<file path="src/rtl/hilo_pkg.sv">
// Package: shared operation codes and helpers for the HI/LO multiply/divide unit.
// Assumes op[1] selects divide and op[0] selects the unsigned form.
package hilo_pkg;
    typedef enum logic [1:0] {
        OP_MUL_S = 2'b00,
        OP_MUL_U = 2'b01,
        OP_DIV_S = 2'b10,
        OP_DIV_U = 2'b11
    } hilo_op_e;

    // True when the operation treats its operands as two's complement.
    function automatic logic op_is_signed(input logic [1:0] code);
        return (code == OP_MUL_S) || (code == OP_DIV_S);
    endfunction

    // True when the operation is a divide.
    function automatic logic op_is_div(input logic [1:0] code);
        return code[1];
    endfunction
endpackage

</file>
<file path="src/rtl/hilo_mul_core.sv">
// Module: shift-add multiplier core, one multiplier bit per step.
// Assumes unsigned magnitudes on load; after W steps prod holds the full product.
module hilo_mul_core #(
    parameter int W = 32
) (
    input  logic           clk,
    input  logic           rst_n,
    input  logic           load,
    input  logic           step,
    input  logic [W-1:0]   mcand,
    input  logic [W-1:0]   mplier,
    output logic [2*W-1:0] prod
);
    logic [W-1:0]   mcand_q;
    logic [2*W-1:0] prod_q;
    logic [W:0]     sum;

    // Add the multiplicand into the upper half when the current multiplier bit is set.
    always_comb begin
        sum = {1'b0, prod_q[2*W-1:W]} + (prod_q[0] ? {1'b0, mcand_q} : '0);
    end

    // Load the operands, or shift the partial product right by one step.
    always_ff @(posedge clk) begin
        if (!rst_n) begin
            mcand_q <= '0;
            prod_q  <= '0;
        end else if (load) begin
            mcand_q <= mcand;
            prod_q  <= {{W{1'b0}}, mplier};
        end else if (step) begin
            prod_q  <= {sum, prod_q[W-1:1]};
        end
    end

    assign prod = prod_q;
endmodule

</file>
<file path="src/rtl/hilo_div_core.sv">
// Module: restoring divider core, one quotient bit per step.
// Assumes unsigned magnitudes on load; a zero divisor yields all-ones quotient
// and remainder equal to the dividend without special handling.
module hilo_div_core #(
    parameter int W = 32
) (
    input  logic         clk,
    input  logic         rst_n,
    input  logic         load,
    input  logic         step,
    input  logic [W-1:0] dvd,
    input  logic [W-1:0] dvs,
    output logic [W-1:0] quo,
    output logic [W-1:0] rem
);
    logic [W-1:0] dvs_q;
    logic [W-1:0] quo_q;
    logic [W-1:0] rem_q;
    logic [W:0]   shifted;
    logic [W:0]   diff;
    logic         fits;

    // Shift the next dividend bit into the remainder and trial-subtract the divisor.
    always_comb begin
        shifted = {rem_q, quo_q[W-1]};
        diff    = shifted - {1'b0, dvs_q};
        fits    = shifted >= {1'b0, dvs_q};
    end

    // Load the operands, or keep or restore the remainder and record the quotient bit.
    always_ff @(posedge clk) begin
        if (!rst_n) begin
            dvs_q <= '0;
            quo_q <= '0;
            rem_q <= '0;
        end else if (load) begin
            dvs_q <= dvs;
            quo_q <= dvd;
            rem_q <= '0;
        end else if (step) begin
            rem_q <= fits ? diff[W-1:0] : shifted[W-1:0];
            quo_q <= {quo_q[W-2:0], fits};
        end
    end

    // the partial remainder stays below a nonzero divisor at every step.
    a_r5_rem_bound: assert property (@(posedge clk) disable iff (!rst_n)
        (dvs_q != '0) |-> (rem_q < dvs_q));

    assign quo = quo_q;
    assign rem = rem_q;
endmodule

</file>
<file path="src/rtl/hilo_muldiv.sv">
// Module: multiply/divide unit with a HI/LO result pair.
// Accepts one operation when idle, runs W steps plus one write cycle, then
// writes HI and LO together. Signed forms work on magnitudes, with a sign fix at the end.
module hilo_muldiv
    import hilo_pkg::*;
#(
    parameter int W = 32
) (
    input  logic         clk,
    input  logic         rst_n,
    input  logic         start,
    input  logic [1:0]   op,
    input  logic [W-1:0] opa,
    input  logic [W-1:0] opb,
    output logic         busy,
    output logic [W-1:0] hi,
    output logic [W-1:0] lo
);
    localparam int CW = $clog2(W + 1);
    localparam logic [CW-1:0] LAST = CW'(W);

    logic           busy_q;
    logic [CW-1:0]  cnt_q;
    logic           div_q;
    logic           neg_main_q;
    logic           neg_rem_q;
    logic [W-1:0]   hi_q;
    logic [W-1:0]   lo_q;

    logic           accept;
    logic           done;
    logic           stepping;
    logic           a_neg;
    logic           b_neg;
    logic [W-1:0]   mag_a;
    logic [W-1:0]   mag_b;
    logic [2*W-1:0] prod;
    logic [2*W-1:0] prod_fix;
    logic [W-1:0]   quo;
    logic [W-1:0]   rem;
    logic [W-1:0]   quo_fix;
    logic [W-1:0]   rem_fix;

    // Decode the request: acceptance, operand signs and magnitudes.
    always_comb begin
        accept   = start && !busy_q;
        done     = busy_q && (cnt_q == LAST);
        stepping = busy_q && !done;
        a_neg    = op_is_signed(op) && opa[W-1];
        b_neg    = op_is_signed(op) && opb[W-1];
        mag_a    = a_neg ? (~opa + 1'b1) : opa;
        mag_b    = b_neg ? (~opb + 1'b1) : opb;
    end

    hilo_mul_core #(.W(W)) u_mul (
        .clk    (clk),
        .rst_n  (rst_n),
        .load   (accept && !op_is_div(op)),
        .step   (stepping && !div_q),
        .mcand  (mag_a),
        .mplier (mag_b),
        .prod   (prod)
    );

    hilo_div_core #(.W(W)) u_div (
        .clk   (clk),
        .rst_n (rst_n),
        .load  (accept && op_is_div(op)),
        .step  (stepping && div_q),
        .dvd   (mag_a),
        .dvs   (mag_b),
        .quo   (quo),
        .rem   (rem)
    );

    // Restore the result signs from the magnitudes.
    always_comb begin
        prod_fix = neg_main_q ? (~prod + 1'b1) : prod;
        quo_fix  = neg_main_q ? (~quo + 1'b1) : quo;
        rem_fix  = neg_rem_q ? (~rem + 1'b1) : rem;
    end

    // Sequence the operation: latch the kind and signs, count the steps, drop busy.
    always_ff @(posedge clk) begin
        if (!rst_n) begin
            busy_q     <= 1'b0;
            cnt_q      <= '0;
            div_q      <= 1'b0;
            neg_main_q <= 1'b0;
            neg_rem_q  <= 1'b0;
        end else if (accept) begin
            busy_q     <= 1'b1;
            cnt_q      <= '0;
            div_q      <= op_is_div(op);
            neg_main_q <= (a_neg ^ b_neg) && !(op_is_div(op) && (opb == '0));
            neg_rem_q  <= a_neg;
        end else if (done) begin
            busy_q     <= 1'b0;
        end else if (stepping) begin
            cnt_q      <= cnt_q + 1'b1;
        end
    end

    // Write HI and LO together on the final cycle only.
    always_ff @(posedge clk) begin
        if (!rst_n) begin
            hi_q <= '0;
            lo_q <= '0;
        end else if (done) begin
            hi_q <= div_q ? rem_fix : prod_fix[2*W-1:W];
            lo_q <= div_q ? quo_fix : prod_fix[W-1:0];
        end
    end

    assign busy = busy_q;
    assign hi   = hi_q;
    assign lo   = lo_q;

    // busy only rises in response to a start request.
    a_r2_rise_on_start: assert property (@(posedge clk) disable iff (!rst_n)
        $rose(busy_q) |-> $past(start));

    // busy falls only after the full step count.
    a_r3_full_length: assert property (@(posedge clk) disable iff (!rst_n)
        $fell(busy_q) |-> ($past(cnt_q) == LAST));

    // a start during a step does not restart the count.
    a_r8_ignore_start: assert property (@(posedge clk) disable iff (!rst_n)
        (busy_q && start && (cnt_q != LAST)) |=> (busy_q && (cnt_q == $past(cnt_q) + 1'b1)));

    // HI and LO change only at completion.
    a_r9_hold: assert property (@(posedge clk) disable iff (!rst_n)
        (!$stable(hi_q) || !$stable(lo_q)) |-> $fell(busy_q));
endmodule

</file>
<file path="config.mk">
export PLATFORM = sky130hd
export DESIGN_NAME = hilo_muldiv
export DESIGN_NICKNAME = d
export VERILOG_FILES = /design/src/rtl/hilo_pkg.sv /design/src/rtl/hilo_mul_core.sv /design/src/rtl/hilo_div_core.sv /design/src/rtl/hilo_muldiv.sv
export SDC_FILE = /design/constraint.sdc
export NUM_CORES = 1
export LEC_CHECK = 0
export ABC_AREA = 1
export BUFFER_PORTS_ARGS = -buffer_cell sky130_fd_sc_hd__buf_2
export CORE_ASPECT_RATIO = 0.75
export CORE_UTILIZATION = 30
export DETAILED_ROUTE_END_ITERATION = 10
export SLEW_MARGIN = 20
export SYNTH_ARGS = -nofsm -noshare
export SYNTH_HDL_FRONTEND = slang
export SYNTH_SLANG_ARGS = --single-unit
</file>
<file path="constraint.sdc">
create_clock -name clk -period 6.65 [get_ports clk]
set_input_delay 0 -clock clk [delete_from_list [all_inputs] [get_ports clk]]
set_output_delay 0 -clock clk [all_outputs]
set_load 0.01 [all_outputs]
</file>
==> results.tsv <==
stage	metric	value	unit
outcome	outcome	finished, final reports clean	
die	I/O pins	134	
power	Reg power frac	34.6	%
clock_tree	Worst-Skew Late Latency	0.60	ns
grt	largest net degree at the start of global routing	94	
clock_tree	root buffer cell	clkbuf_16	
synth	synthesized area per cell	5.91	um^2
drt	vias	24000	
sta	Final Hold Slack	0.0120	ns
clock_tree	Reg clk slew, reported paths	0.07	ns
synth	top post-synthesis cells by area	dfxtp_1 (25%), nand2_1 (17%), inv_1 (8.8%), nand3_1 (7.5%), nor2_1 (6.3%)	
finish	layout cells sized above 1	7.58	%
sta	clk_skew	0.0192	ns
setup_path	slack of the worst reg-to-reg path	2.92	ns
setup_path	stages on the worst setup path	9	
synth	flops & latches, synth	266	
synth	sequential fraction of the synthesis area	25.3	%
min_path	hold crit path type	in2reg	
die	Site Rows	83	
sta	Fin Setup TNS	0	ns
sta	Final period util	56.1	%
setup_path	Worst setup SP type	register	
power	Pint	3.02	mW
clock_tree	CTS Buf Count	29	
sta	Fmax	268	MHz
min_path	worst hold path depth	5	
clock_tree	CTS tree	built	
power	combinational power share	34.0	%
synth	cell taking the most area after synthesis	dfxtp_1	
setup_path	Critical-path top delay cell	inv_2	
placed_design	port bufs	133	
run	max cap viols	0	
grt	Total Routing Usage GR	22.7	%
die	core area	0.0689	mm^2
setup_path	CP endpoint kind	register	
sta	setup violators final	0	
sta	Min Clock Period, post-route	3.73	ns
die	Starting Density	30.5	%
clock_tree	number of H-tree levels	1	
synth	mapped cell area	0.0210	mm^2
setup_path	Max FO, Critical Path	64	
synth	top-area cell type share of the netlist area	25.3	%
setup_path	critical path cell sequence	buf_4 > nor2_2 > buf_4 > inv_2 > nand2_1 > inv_1 > nand2_1 > o21ai_0 > a22o_1	
clock_tree	clock sink count	266	
setup_path	worst r2r path cells	9	
clock_tree	Max Root-Sink Buffers	3	
drt	DR pass1 iterations	6	
drt	drt wl/cell	18.0	um
synth	most frequent cell after synthesis	nand2_1	
synth	Synth Instances	3557	
setup_path	reg2reg end	u_mul.prod[16]	
grt	global route overflow	0	
drt	routed vias/inst	5.16	
finish	register area	0.00533	mm^2
die	die footprint	0.0711	mm^2
setup_path	Bufs and invs on worst path	4	
sta	max-slew violations	0	
grt	vias in the first global route	21200	
setup_path	FF-to-FF Start	div_q	
drt	Remaining DRCs	0	
placed_design	DP HPWL	65.9	mm
setup_path	critical path data required time	7.20	ns
synth	Post-synth top cells	nand2_1 (944), inv_1 (495), nor2_1 (355)	
power	peak supply drop	0.187	mV
finish	area grow syn2layout	14.4	%
finish	multi-input logic area	0.0132	mm^2
synth	Synth async-reset ratio	0	%
drt	routed wire length	83.5	mm
setup_path	Setup crit start	div_q	
die	Die Wd	308	um
setup_path	Critical Path AT	4.28	ns
sta	Worst Tran Pin Value	1.11	ns
finish	Filler cells	7721	
clock_tree	post-cts resize count	0	
synth	library cells used by synthesis	55	
power	Clock power frac	31.5	%
sta	Fin. Hold Viols	0	
grt	antenna violations before repair	2	
placed_design	placed cell areas	0.0224	mm^2
setup_path	kind of critical path	reg2reg	
die	chip height	231	um
synth	number of flops mapped to enable cells by yosys	0	
setup_path	Setup crit end	u_mul.prod[16]	
drt	DRT antenna net count	0	
power	Leak	11.7	nW
sta	unrepaired setup endpoints after global routing	false	
setup_path	Top delay family on crit path	buffers and inverters	
placed_design	GPL Wtd Cong	0.989	
synth	Yosys Warn Count	0	
power	Sw Ratio	40.2	%
synth	Synth Net Count	3699	
synth	Main synth FF type	dfxtp_1	
power	switching component of the power	2.03	mW
sta	relative slew slack	25.8	%
finish	Layout Nets	3828	
setup_path	CP max stage delay	0.76	ns
grt	first-pass GRT wire length	126	mm
drt	DRT iter0 DRCs	2715	
power	Cell Pwr Density	210	mW/mm^2
finish	fin area	0.0240	mm^2
==> flip-flops by register name, indices dropped and copies added (netlist names) <==
signal	flops
hi	32
u_div.quo	32
div_q	1
neg_rem_q	1
busy	1
neg_main_q	1
lo	32
u_div.rem	32
u_mul.prod	64
u_div.dvs_q	32
u_mul.mcand_q	32
cnt_q	6
==> worst min path at each step <==
stage / startpoint / slack, ns / to
2_1_floorplan: opa[31] / 0.16 / u_div.quo[31]
3_3_place_gp: opa[0] / 0.32 / u_div.quo[0]
3_5_place_dp: opa[0] / 0.32 / u_div.quo[0]
4_1_cts: opa[28] / 0.01 / u_div.quo[29]
5_1_grt: rst_n / 0.05 / u_div.quo[16]
6_report: opa[28] / 0.01 / u_div.quo[29]
==> power by group through the flow <==
stage | combinational (mW) | sequential (mW) | clock (mW)
final | 1.71 | 1.74 | 1.59
after CTS | 1.66 | 1.74 | 1.60
after global routing | 1.89 | 1.75 | 1.67
after global placement | 1.62 | 1.78 | 0
after floorplan | 1.21 | 1.74 | 0
after detailed placement | 1.62 | 1.78 | 0
==> worst min-delay path, delay by kind of cell <==
kind / cells / cell delay, ns
buffers and inverters: 1 / 0.11
AND/OR/NAND/NOR: 1 / 0.05
AO/OA/AOI/OAI: 2 / 0.31
XOR/XNOR: 1 / 0.11
==> metal layers <==
| layer | vias up | global-route usage [%] | part of all wire [%] |
|---|---|---|---|
| met3 | 77 | 5.14 | 10 |
| met2 | 992 | 31.8 | 39 |
| met5 | - | 0 | 0.041 |
| met4 | 4 | 3.81 | 1.7 |
| met1 | 11100 | 35.0 | 49 |
| li1 | 11800 | - | - |
==> per-stage QoR <==
stage	instances	power, mW	worst slack (ns)	util (%)
final	4644	5.04	2.92	34.9
after detailed placement	4520	3.40	2.99	32.6
after global placement	4520	3.40	3.07	32.6
after CTS	4643	5.00	2.97	34.9
after floorplan	3557	2.95	4.34	-
after global routing	4643	5.31	2.60	34.9
==> cell type report <==
type / count / share of cell area (%)
Tap cell: 935 / 4.87
Inverter: 525 / 8.22
Clock buffer: 43 / 3.36
Multi-Input combinational cell: 2643 / 54.8
Sequential cell: 266 / 22.2
Antenna cell: 1 / 0.0104
Clock inverter: 10 / 0.349
Timing Repair Buffer: 221 / 6.26
==> cells in the final DEF, fill, tap and decap left out, types with 5 or more instances in the layout <==
cell,netlist,layout
a21oi_1,242,242
nor2_1,355,353
o221ai_1,7,7
xnor2_1,15,15
nor4_1,12,12
nand2_1,944,944
dlygate4sd3_1,0,70
buf_2,29,132
inv_1,495,493
xor2_1,66,66
dfxtp_1,266,264
nand3b_1,10,10
ha_1,71,71
clkinv_1,9,10
nand3_1,314,314
nor3_1,41,41
o21a_1,22,22
or2_2,7,7
clkbuf_1,75,11
buf_4,2,19
o22ai_1,44,44
a22o_1,20,20
a21o_1,5,5
inv_2,19,20
o211ai_1,20,20
o21ai_1,23,23
a31oi_1,40,40
nand2_2,15,15
nor2_2,16,17
o21bai_1,9,9
nand4_1,50,50
clkbuf_16,0,29
o21ai_0,255,255
nor2_4,6,7
==> repair_timing <==
item | 4_1_cts | 5_1_grt
hold endpoints to repair | 116 | 0
hold buffers | 70 | 0
setup buffers | 0 | 0
==> cells by family after synthesis <==
logic type,after synthesis,synth area share (%)
adder cells (fa/ha/maj),73,4.42
flip-flops,266,25.3
buffers and inverters,648,12.1
AO/OA/AOI/OAI,696,18.4
XOR/XNOR,81,3.38
AND/OR/NAND/NOR,1793,36.4
Note: power is estimated with default switching activity, not from simulation.
